`src/rtl/sar_if_pkg.sv`:
```
package sar_if_pkg;
    // What the output stage drives for the slot being entered
    typedef enum logic [1:0] {
        SRC_ZERO = 2'd0,   // sampling, null bit or trailing zeros
        SRC_LIVE = 2'd1,   // bit resolved on this edge
        SRC_RETX = 2'd2    // stored bit sent again, LSB side first
    } slot_e;
endpackage

```
`src/rtl/sar_edge_det.sv`:
```
// Falling-edge detector for a level sampled on clk.
// Assumes the input is already synchronous to clk.
// The history resets to 0, so a level that is already low after reset gives no edge.
module sar_edge_det (
    input  logic clk,
    input  logic rst_n,
    input  logic sig_i,
    output logic fell_o
);
    logic prev_q;

    // Keep last cycle's level of the input
    always_ff @(posedge clk) begin
        if (!rst_n) prev_q <= 1'b0;
        else        prev_q <= sig_i;
    end

    assign fell_o = prev_q & ~sig_i;
endmodule

```
`src/rtl/sar_frame_seq.sv`:
```
// Frame sequencer: tracks the slot count of the current access and classifies
// the slot that the next serial falling edge will enter.
// Assumes the edge strobes last one clk cycle each.
module sar_frame_seq
    import sar_if_pkg::*;
#(
    parameter int RES_BITS    = 12,
    parameter int SAMPLE_CLKS = 2,
    localparam int P_FIRST    = SAMPLE_CLKS + 2,
    localparam int P_LAST     = P_FIRST + RES_BITS - 1,
    localparam int P_RETX     = P_LAST + 1,
    localparam int P_ZERO     = P_LAST + RES_BITS,
    localparam int PW         = $clog2(P_ZERO + 1),
    localparam int OW         = $clog2(RES_BITS)
) (
    input  logic          clk,
    input  logic          rst_n,
    input  logic          cs_n,
    input  logic          cs_fell,
    input  logic          dclk_fell,
    output logic          start_o,
    output logic          step_o,
    output logic          active_o,
    output logic [PW-1:0] pos_o,
    output slot_e         slot_o,
    output logic [OW-1:0] off_o
);
    logic [PW-1:0] pos_nxt;

    assign start_o = cs_fell;
    assign step_o  = active_o & dclk_fell & ~cs_n & ~cs_fell;
    assign pos_nxt = (pos_o == PW'(P_ZERO)) ? pos_o : pos_o + 1'b1;

    // Classify the slot that the next falling edge enters
    always_comb begin
        slot_o = SRC_ZERO;
        off_o  = '0;
        if (pos_nxt >= PW'(P_FIRST) && pos_nxt <= PW'(P_LAST)) begin
            slot_o = SRC_LIVE;
            off_o  = OW'(pos_nxt - PW'(P_FIRST));
        end else if (pos_nxt >= PW'(P_RETX) && pos_nxt < PW'(P_ZERO)) begin
            slot_o = SRC_RETX;
            off_o  = OW'(pos_nxt - PW'(P_RETX));
        end
    end

    // Access state and saturating slot counter
    always_ff @(posedge clk) begin
        if (!rst_n) begin
            active_o <= 1'b0;
            pos_o    <= '0;
        end else if (cs_n) begin
            active_o <= 1'b0;
        end else if (start_o) begin
            active_o <= 1'b1;
            pos_o    <= '0;
        end else if (step_o) begin
            pos_o    <= pos_nxt;
        end
    end


    start_slot_chk: assert property (@(posedge clk) disable iff (!rst_n)
        start_o |=> (active_o && pos_o == '0));

    pos_hold_chk: assert property (@(posedge clk) disable iff (!rst_n)
        (active_o && !dclk_fell) |=> $stable(pos_o));
endmodule

```
`src/rtl/sar_trial_reg.sv`:
```
// Successive-approximation register: holds the DAC trial code.
// Loads mid-scale at a start. On each live step it keeps or drops the bit
// under test according to the comparator, and then sets the next lower bit.
// Assumes cmp is settled for the current trial code when the step arrives.
module sar_trial_reg
    import sar_if_pkg::*;
#(
    parameter int RES_BITS = 12,
    localparam int OW      = $clog2(RES_BITS)
) (
    input  logic                clk,
    input  logic                rst_n,
    input  logic                start_i,
    input  logic                step_i,
    input  slot_e               slot_i,
    input  logic [OW-1:0]       off_i,
    input  logic                cmp_i,
    output logic [RES_BITS-1:0] trial_o
);
    localparam logic [RES_BITS-1:0] MID = {1'b1, {(RES_BITS-1){1'b0}}};

    logic [RES_BITS-1:0] dec_mask;
    logic [RES_BITS-1:0] trial_nxt;

    // Decide the bit under test and arm the next lower one
    always_comb begin
        dec_mask  = MID >> off_i;
        trial_nxt = (trial_o & ~dec_mask)
                  | ({RES_BITS{cmp_i}} & dec_mask)
                  | (dec_mask >> 1);
    end

    // Trial code register
    always_ff @(posedge clk) begin
        if (!rst_n)                              trial_o <= '0;
        else if (start_i)                        trial_o <= MID;
        else if (step_i && slot_i == SRC_LIVE)   trial_o <= trial_nxt;
    end


    mid_load_chk: assert property (@(posedge clk) disable iff (!rst_n)
        start_i |=> trial_o == MID);

    trial_keep_chk: assert property (@(posedge clk) disable iff (!rst_n)
        (!start_i && slot_i != SRC_LIVE) |=> $stable(trial_o));
endmodule

```
`src/rtl/sar_dout_sel.sv`:
```
// Serial output stage: registers the data bit and its enable.
// The bit is either the live comparator decision, a stored bit sent again,
// or zero. Assumes trial_i holds the final result during the resend slots.
module sar_dout_sel
    import sar_if_pkg::*;
#(
    parameter int RES_BITS = 12,
    localparam int OW      = $clog2(RES_BITS)
) (
    input  logic                clk,
    input  logic                rst_n,
    input  logic                cs_n,
    input  logic                start_i,
    input  logic                step_i,
    input  slot_e               slot_i,
    input  logic [OW-1:0]       off_i,
    input  logic                cmp_i,
    input  logic [RES_BITS-1:0] trial_i,
    output logic                dout_o,
    output logic                oe_o
);
    logic [RES_BITS-1:0] shifted;
    logic                retx_bit;

    // Pick the stored bit for a resend slot (B1 first)
    always_comb begin
        shifted  = trial_i >> off_i;
        retx_bit = shifted[1];
    end

    // Data bit and enable registers
    always_ff @(posedge clk) begin
        if (!rst_n) begin
            dout_o <= 1'b0;
            oe_o   <= 1'b0;
        end else if (cs_n) begin
            dout_o <= 1'b0;
            oe_o   <= 1'b0;
        end else if (start_i) begin
            dout_o <= 1'b0;
            oe_o   <= 1'b1;
        end else if (step_i) begin
            case (slot_i)
                SRC_LIVE: dout_o <= cmp_i;
                SRC_RETX: dout_o <= retx_bit;
                default:  dout_o <= 1'b0;
            endcase
        end
    end


    idle_hiz_chk: assert property (@(posedge clk) disable iff (!rst_n)
        cs_n |=> !oe_o);

    live_bit_chk: assert property (@(posedge clk) disable iff (!rst_n)
        (step_i && slot_i == SRC_LIVE) |=> dout_o == $past(cmp_i));
endmodule

```
`src/rtl/sar_adc_core.sv`:
```
// Top of the successive-approximation serial core.
// Ties together the edge detectors, frame sequencer, trial register and
// output stage. Assumes cs_n and dclk are synchronous to clk.
module sar_adc_core
    import sar_if_pkg::*;
#(
    parameter int RES_BITS    = 12,
    parameter int SAMPLE_CLKS = 2
) (
    input  logic                clk,
    input  logic                rst_n,
    input  logic                cs_n,
    input  logic                dclk,
    input  logic                cmp,
    output logic [RES_BITS-1:0] trial,
    output logic                dout,
    output logic                dout_oe
);
    localparam int P_FIRST = SAMPLE_CLKS + 2;
    localparam int P_ZERO  = P_FIRST + 2 * RES_BITS - 1;
    localparam int PW      = $clog2(P_ZERO + 1);
    localparam int OW      = $clog2(RES_BITS);

    logic          cs_fell, dclk_fell;
    logic          start, step, active;
    logic [PW-1:0] pos;
    slot_e         slot;
    logic [OW-1:0] off;

    sar_edge_det u_cs_edge (
        .clk(clk), .rst_n(rst_n), .sig_i(cs_n), .fell_o(cs_fell)
    );

    sar_edge_det u_dclk_edge (
        .clk(clk), .rst_n(rst_n), .sig_i(dclk), .fell_o(dclk_fell)
    );

    sar_frame_seq #(.RES_BITS(RES_BITS), .SAMPLE_CLKS(SAMPLE_CLKS)) u_seq (
        .clk(clk), .rst_n(rst_n), .cs_n(cs_n), .cs_fell(cs_fell),
        .dclk_fell(dclk_fell), .start_o(start), .step_o(step),
        .active_o(active), .pos_o(pos), .slot_o(slot), .off_o(off)
    );

    sar_trial_reg #(.RES_BITS(RES_BITS)) u_trial (
        .clk(clk), .rst_n(rst_n), .start_i(start), .step_i(step),
        .slot_i(slot), .off_i(off), .cmp_i(cmp), .trial_o(trial)
    );

    sar_dout_sel #(.RES_BITS(RES_BITS)) u_out (
        .clk(clk), .rst_n(rst_n), .cs_n(cs_n), .start_i(start),
        .step_i(step), .slot_i(slot), .off_i(off), .cmp_i(cmp),
        .trial_i(trial), .dout_o(dout), .oe_o(dout_oe)
    );


    lead_zero_chk: assert property (@(posedge clk) disable iff (!rst_n)
        (dout_oe && active && pos < PW'(P_FIRST)) |-> !dout);

    tail_zero_chk: assert property (@(posedge clk) disable iff (!rst_n)
        (dout_oe && active && pos == PW'(P_ZERO)) |-> !dout);

    no_spurious_oe_chk: assert property (@(posedge clk) disable iff (!rst_n)
        (!active && !start) |=> !dout_oe);
endmodule

```
`config.mk`:
```
export PLATFORM = sky130hd
export DESIGN_NAME = sar_adc_core
export DESIGN_NICKNAME = d
export VERILOG_FILES = /design/src/rtl/sar_if_pkg.sv /design/src/rtl/sar_edge_det.sv /design/src/rtl/sar_frame_seq.sv /design/src/rtl/sar_trial_reg.sv /design/src/rtl/sar_dout_sel.sv /design/src/rtl/sar_adc_core.sv
export SDC_FILE = /design/constraint.sdc
export NUM_CORES = 1
export LEC_CHECK = 0
export BUFFER_PORTS_ARGS = -buffer_cell sky130_fd_sc_hd__buf_2
export CAP_MARGIN = 20
export CORE_MARGIN = 4
export CORE_UTILIZATION = 50
export CTS_CLUSTER_DIAMETER = 200
export DETAILED_ROUTE_END_ITERATION = 8
export GPL_TIMING_DRIVEN = 0
export PLACE_DENSITY = 0.75
export SLEW_MARGIN = 20
export SYNTH_ARGS = -nofsm -noshare
export SYNTH_HDL_FRONTEND = slang
export SYNTH_SLANG_ARGS = --single-unit
```
`constraint.sdc`:
```
create_clock -name clk -period 6.8 [get_ports clk]
set_clock_uncertainty 0.15 [all_clocks]
set_input_delay 1.36 -clock clk [delete_from_list [all_inputs] [get_ports clk]]
set_output_delay 1.36 -clock clk [all_outputs]
set_load 0.02 [all_outputs]
```
### Word level (Yosys, flattened, before mapping)

Cells that the tools add are included.

* bits in read-only memories: 0
* memories kept: 0
* memory bits (writable): 0
* output and inout port bits: 14
* bits in latches: 0
* register bits after elaboration: 21

* mux-type cells: 10
* eq/ne operators: 3
* shifts and indexed selects: 2
* add/subtract/negate cells: 3
* order comparisons: 4
* multiply operators: 0
* bitwise operators: 14
* div/mod/pow operators: 0
* reduce and logical (&&, ||, !) cells: 9

Operators by type and width (number)
* bitwise AND 12 bit: 2
* two-way mux 12 bit: 2
* two-way mux 5 bit: 3
* NOT 12 bit: 1
* bitwise OR 12 x 11 -> 12 bit: 1
* bitwise OR 12 bit: 1
* right shift 12 x 4 -> 12 bit (first input constant): 1
* right shift 12 x 4 -> 2 bit: 1
* two-way mux 4 bit: 2
* adder 5 x 1 -> 5 bit (second input constant): 1
* bitwise AND 1 bit: 5
* equality test 5 bit (second input constant): 1
* greater-or-equal comparator 5 x 3 -> 1 bit (second input constant): 1
* greater-or-equal comparator 5 bit (second input constant): 1
* <= comparator 5 x 4 -> 1 bit (second input constant): 1
* less-than comparator 5 bit (second input constant): 1
* two-way mux 2 bit: 2
* NOT 1 bit: 4
* nonzero test 2 bit: 2
* OR reduction 2 bit: 2
* subtractor 4 x 1 -> 4 bit (second input constant): 1
* subtractor 4 x 3 -> 4 bit (second input constant): 1
* logical AND 1 bit: 3
* OR reduction 3 bit: 1
* 4 further kinds: 4

### Depth between registers and ports, before layout

* word-level depth: 13
* depth in mapped cells: 9
* mapped depth without buffers: 7

### Cells and area by module

A second synthesis with hierarchy kept.

* cell total of the unflattened synthesis: 200
* area total of the unflattened synthesis: 1617.8 µm²

Modules (own cells, without submodules)
* sar_frame_seq: cells each 98, times used 1, area each 713.2 µm²
* sar_trial_reg: cells each 70, times used 1, area each 595.6 µm²
* sar_dout_sel: cells each 26, times used 1, area each 236.5 µm²
* sar_edge_det: cells each 3, times used 2, area each 36.3 µm²

### Least setup slack after synthesis

No wires, ideal clock.

* path type: in2reg
* start: input port dclk
* end: register u_trial.trial_o[6]
* setup slack: 3894 ps
* cell stages on the path: 7
* arrival: 2661 ps
* cells stage by stage: nand3b_4 -> or3_1 -> buf_2 -> buf_2 -> nor2_1 -> o21ai_1 -> a221oi_1

* cells in the longest elaborated chain, start to end: 6

Ends and longest elaborated chain
* start, declared: RTL line sar_adc_core.sv:13 `input logic dclk,`
* NOT 1 bit: RTL line sar_edge_det.sv:18 `assign fell_o = prev_q & ~sig_i;`
* bitwise AND 1 bit: RTL line sar_edge_det.sv:18
* bitwise AND 1 bit (3 in series): RTL line sar_frame_seq.sv:31 `assign step_o = active_o & dclk_fell & ~cs_n & ~cs_fell;`
* logical AND 1 bit: RTL line sar_trial_reg.sv:37 `else if (step_i && slot_i == SRC_LIVE) trial_o <= trial_nxt;`
* end signal, assigned: RTL line sar_trial_reg.sv:37
* end, declared: RTL line sar_trial_reg.sv:18 `output logic [RES_BITS-1:0] trial_o`

No other way between the ends.
A chain may end at the register's enable or synchronous reset.

### Worst setup path in the final report

* start: input port dclk
* end: register u_out.dout_o

* cells in the longest elaborated chain, start to end: 5

Ends and longest elaborated chain
* NOT 1 bit: RTL line sar_edge_det.sv:18
* bitwise AND 1 bit: RTL line sar_edge_det.sv:18
* bitwise AND 1 bit (3 in series): RTL line sar_frame_seq.sv:31
* end signal, assigned: RTL line sar_dout_sel.sv:44 `SRC_LIVE: dout_o <= cmp_i;`
* end signal, assigned: RTL line sar_dout_sel.sv:45 `SRC_RETX: dout_o <= retx_bit;`
* end, declared: RTL line sar_dout_sel.sv:19 `output logic dout_o,`

No other way between the ends.

==> flow_metrics.py <==
metrics = {
    "clocking": {
        "cts_setup_buffers": 0,
        "cts_htree_levels": 1,
        "clk_pin_slew_worst_paths_ns": 0.08,
        "hold_buffers": 0,
        "clock_path_buffers": 2,
        "cts.sink_count": 21,
        "numCtsBuffers": 3,
        "clock_latency_ns": 0.26,
        "ctsRootBufferMaster": "clkbuf_8",
        "tritoncts": "built",
        "cts_resized": 0,
    },
    "grt": {
        "antenna_found_initial": 0,
        "grt_pass1_wl_mm": 8.52,
        "grt_max_degree": 13,
        "grt_pass1_vias": 1742,
        "grt.total_usage_pct": 21.0,
        "overflow": 0,
    },
    "sta": {
        "final_max_slew_viol_count": 0,
        "setup_violations": 0,
        "timing.hold.ws_ns": 0.330,
        "finalCritPeriodShare_pct": 43.2,
        "rsz0062_at_grt": "false",
        "hold_violations": 0,
        "worst_slew_pin_slew_ns": 0.493,
        "max-slew-margin-rel_pct": 67.1,
        "setup_tns_ns": 0,
        "clock.fmax_mhz": 341,
        "fin_ws_ns": 3.86,
        "fin_crit_ns": 2.94,
    },
    "worst_hold_path": {
        "hold_path_depth": 2,
        "min-delay-start": "u_trial.trial_o[2]",
        "holdPathEnd": "u_trial.trial_o[2]",
        "hp-class": "reg2reg",
    },
    "drt": {
        "via_per_inst": 6.16,
        "wire_per_inst_um": 16.2,
        "antenna_left": 0,
        "via_count": 1872,
        "detailedRoute.firstIterationViolations": 197,
        "wirelength_mm": 4.92,
        "drc_errors": 0,
        "firstDrtPassIters": 4,
    },
    "setup_path": {
        "startpoint": "dclk",
        "endpoint_kind": "flip-flop",
        "reg2regPathDepth": 8,
        "r2r_end": "u_out.dout_o",
        "worstSetupPathType": "in2reg",
        "critical_path_required_ns": 6.79,
        "path_max_fanout": 5,
        "critical_path_arrival_ns": 2.93,
        "cp-start-kind": "primary input",
        "reg2reg_from": "u_seq.pos_o[0]",
        "rrSetupSlack_ns": 4.26,
    },
    "yosys": {
        "yosysSeqAreaShare_pct": 22.0,
        "async_flop_share_pct": 0,
        "synthFlopType": "dfxtp_1",
        "netlist_area_sq_um": 1910,
        "yosys_warnings": 0,
        "syn_nets": 241,
        "avgSynthCellArea_sq_um": 8.15,
        "synth-edff-count": 0,
        "ys_ff_latch": 21,
        "syn_inst": 235,
        "yosysUniqueCellTypes": 72,
    },
    "die": {
        "die_y_um": 69.9,
        "rows": 22,
        "core-area_sq_um": 3690,
        "die_x_um": 69.9,
        "io_pins": 19,
        "die-area_sq_um": 4880,
        "initial_core_util_pct": 51.9,
    },
    "run_status": {
        "outcome": "finished clean",
    },
    "place": {
        "dp_slack_ns": 3.61,
        "portBuffers": 17,
        "dpl_cell_area_sq_um": 2060,
        "gp_congestion": 0.925,
        "post-dp-hpwl_mm": 3.75,
    },
    "pwr": {
        "p_clk_share_pct": 37.2,
        "power_mw": 0.217,
        "comb_power_share_pct": 5.0,
        "power_density_nw_per_um2": 103,
        "power_switching_mw": 0.0478,
        "vdd_drop_max_v": 0.000155,
        "p_leak_nw": 0.774,
        "p_sw_share_pct": 22.1,
        "power.internal_mw": 0.169,
        "pwr-share-seq_pct": 57.8,
    },
    "final_layout": {
        "layout_commonest_cell": "buf_2",
        "final_cell_mix": "26 x buf_2, 21 x dfxtp_1, 16 x a21oi_1, 13 x nand2_1, 13 x nor2_1",
        "drive_gt1_share_pct": 25.0,
        "nNetsFinal": 263,
        "area_growth_pct": 10.0,
        "antennaDiodeCount": 0,
        "stdcell_area_sq_um": 2110,
    },
    "flow_run": {
        "max-cap-violations": 0,
    },
}
[power by group through the flow]
stage	Clock, mW	Sequential (mW)	Combinational (mW)
after detailed placement	0	0.128	0.0109
after CTS	0.0833	0.125	0.0109
final	0.0806	0.125	0.0109
after global placement	0	0.128	0.0105
after global routing	0.0893	0.125	0.0124
after floorplan	0	0.129	0.00628
[how the worst max path moves through the flow]
| stage | end |
|---|---|
| floorplan | u_trial.trial_o[6] |
| global placement | u_trial.trial_o[6] |
| detailed placement | u_trial.trial_o[6] |
| CTS | u_trial.trial_o[6] |
| global route | u_trial.trial_o[6] |
| finish | u_out.dout_o |
[state kept, by name, indices dropped and copies added (netlist names)]
register and count:
u_dclk_edge.prev_q 1, u_out.dout_o 1, u_cs_edge.prev_q 1, u_seq.active_o 1
u_trial.trial_o 12, u_seq.pos_o 5
[worst max-delay path, stage by stage]
cell and delay [ns]:
buf_2 0.10, nand3b_4 0.16, or3_1 0.30, buf_2 0.17, a21oi_2 0.23, a22oi_1 0.10, or3_1 0.37, o311ai_1 0.14
[final cells by class]
cell class | count | area, sq um
fill | 384 | 1580
multi-input combinational | 186 | 1320
sequential | 21 | 420
buffer | 21 | 146
timing repair buffer | 17 | 85.1
tap | 48 | 60.1
clock buffer | 3 | 41.3
inverter | 7 | 26.3
clock inverter | 1 | 5.00
[kinds of logic after synthesis]
| logic type | share of synthesized area, % |
|---|---|
| adders and majority gates | 0.653 |
| buffers and inverters | 9.02 |
| and+or+nand+nor | 33.3 |
| muxes | 2.48 |
| AOI/OAI and AO/OA | 32.2 |
| xor gates and xnor gates | 0.458 |
| DFF | 22.0 |
[metrics by stage]
step / util, % / instances
2_1_floorplan: - / 235
3_3_place_gp: 55.8 / 300
3_5_place_dp: 55.8 / 300
4_1_cts: 57.1 / 304
5_1_grt: 57.1 / 304
6_report: 57.1 / 304
[cells in the mapped netlist (3+ instances only)]
cell	count	area [sq um]
buf_2	9	45.0
nor3_1	10	50.1
nor2b_1	6	37.5
a21oi_1	16	80.1
a22oi_1	4	30.0
and3b_1	3	26.3
buf_4	3	22.5
clkbuf_1	3	11.3
o21ai_1	3	15.0
nand3_1	8	40.0
o211ai_1	4	30.0
buf_6	6	67.6
and2_1	5	31.3
a211oi_1	6	45.0
nand2b_1	9	56.3
o21ai_0	9	45.0
dfxtp_1	21	420
nand2_1	13	48.8
nor3b_1	3	22.5
nor2_1	13	48.8
inv_1	7	26.3
or3_1	6	37.5
a31oi_1	3	18.8
[routing by layer]
metal / up-vias / wire (um) / share of wire [%] / global-route usage (%)
met1: 860 / 2370 / 48 / 31.6
met5: - / 0 / 0 / 0
met3: 14 / 267 / 5.4 / 3.02
met4: 0 / 114 / 2.3 / 7.02
li1: 932 / - / - / -
met2: 66 / 2160 / 44 / 30.3
Power figures use the tool's default switching activity.
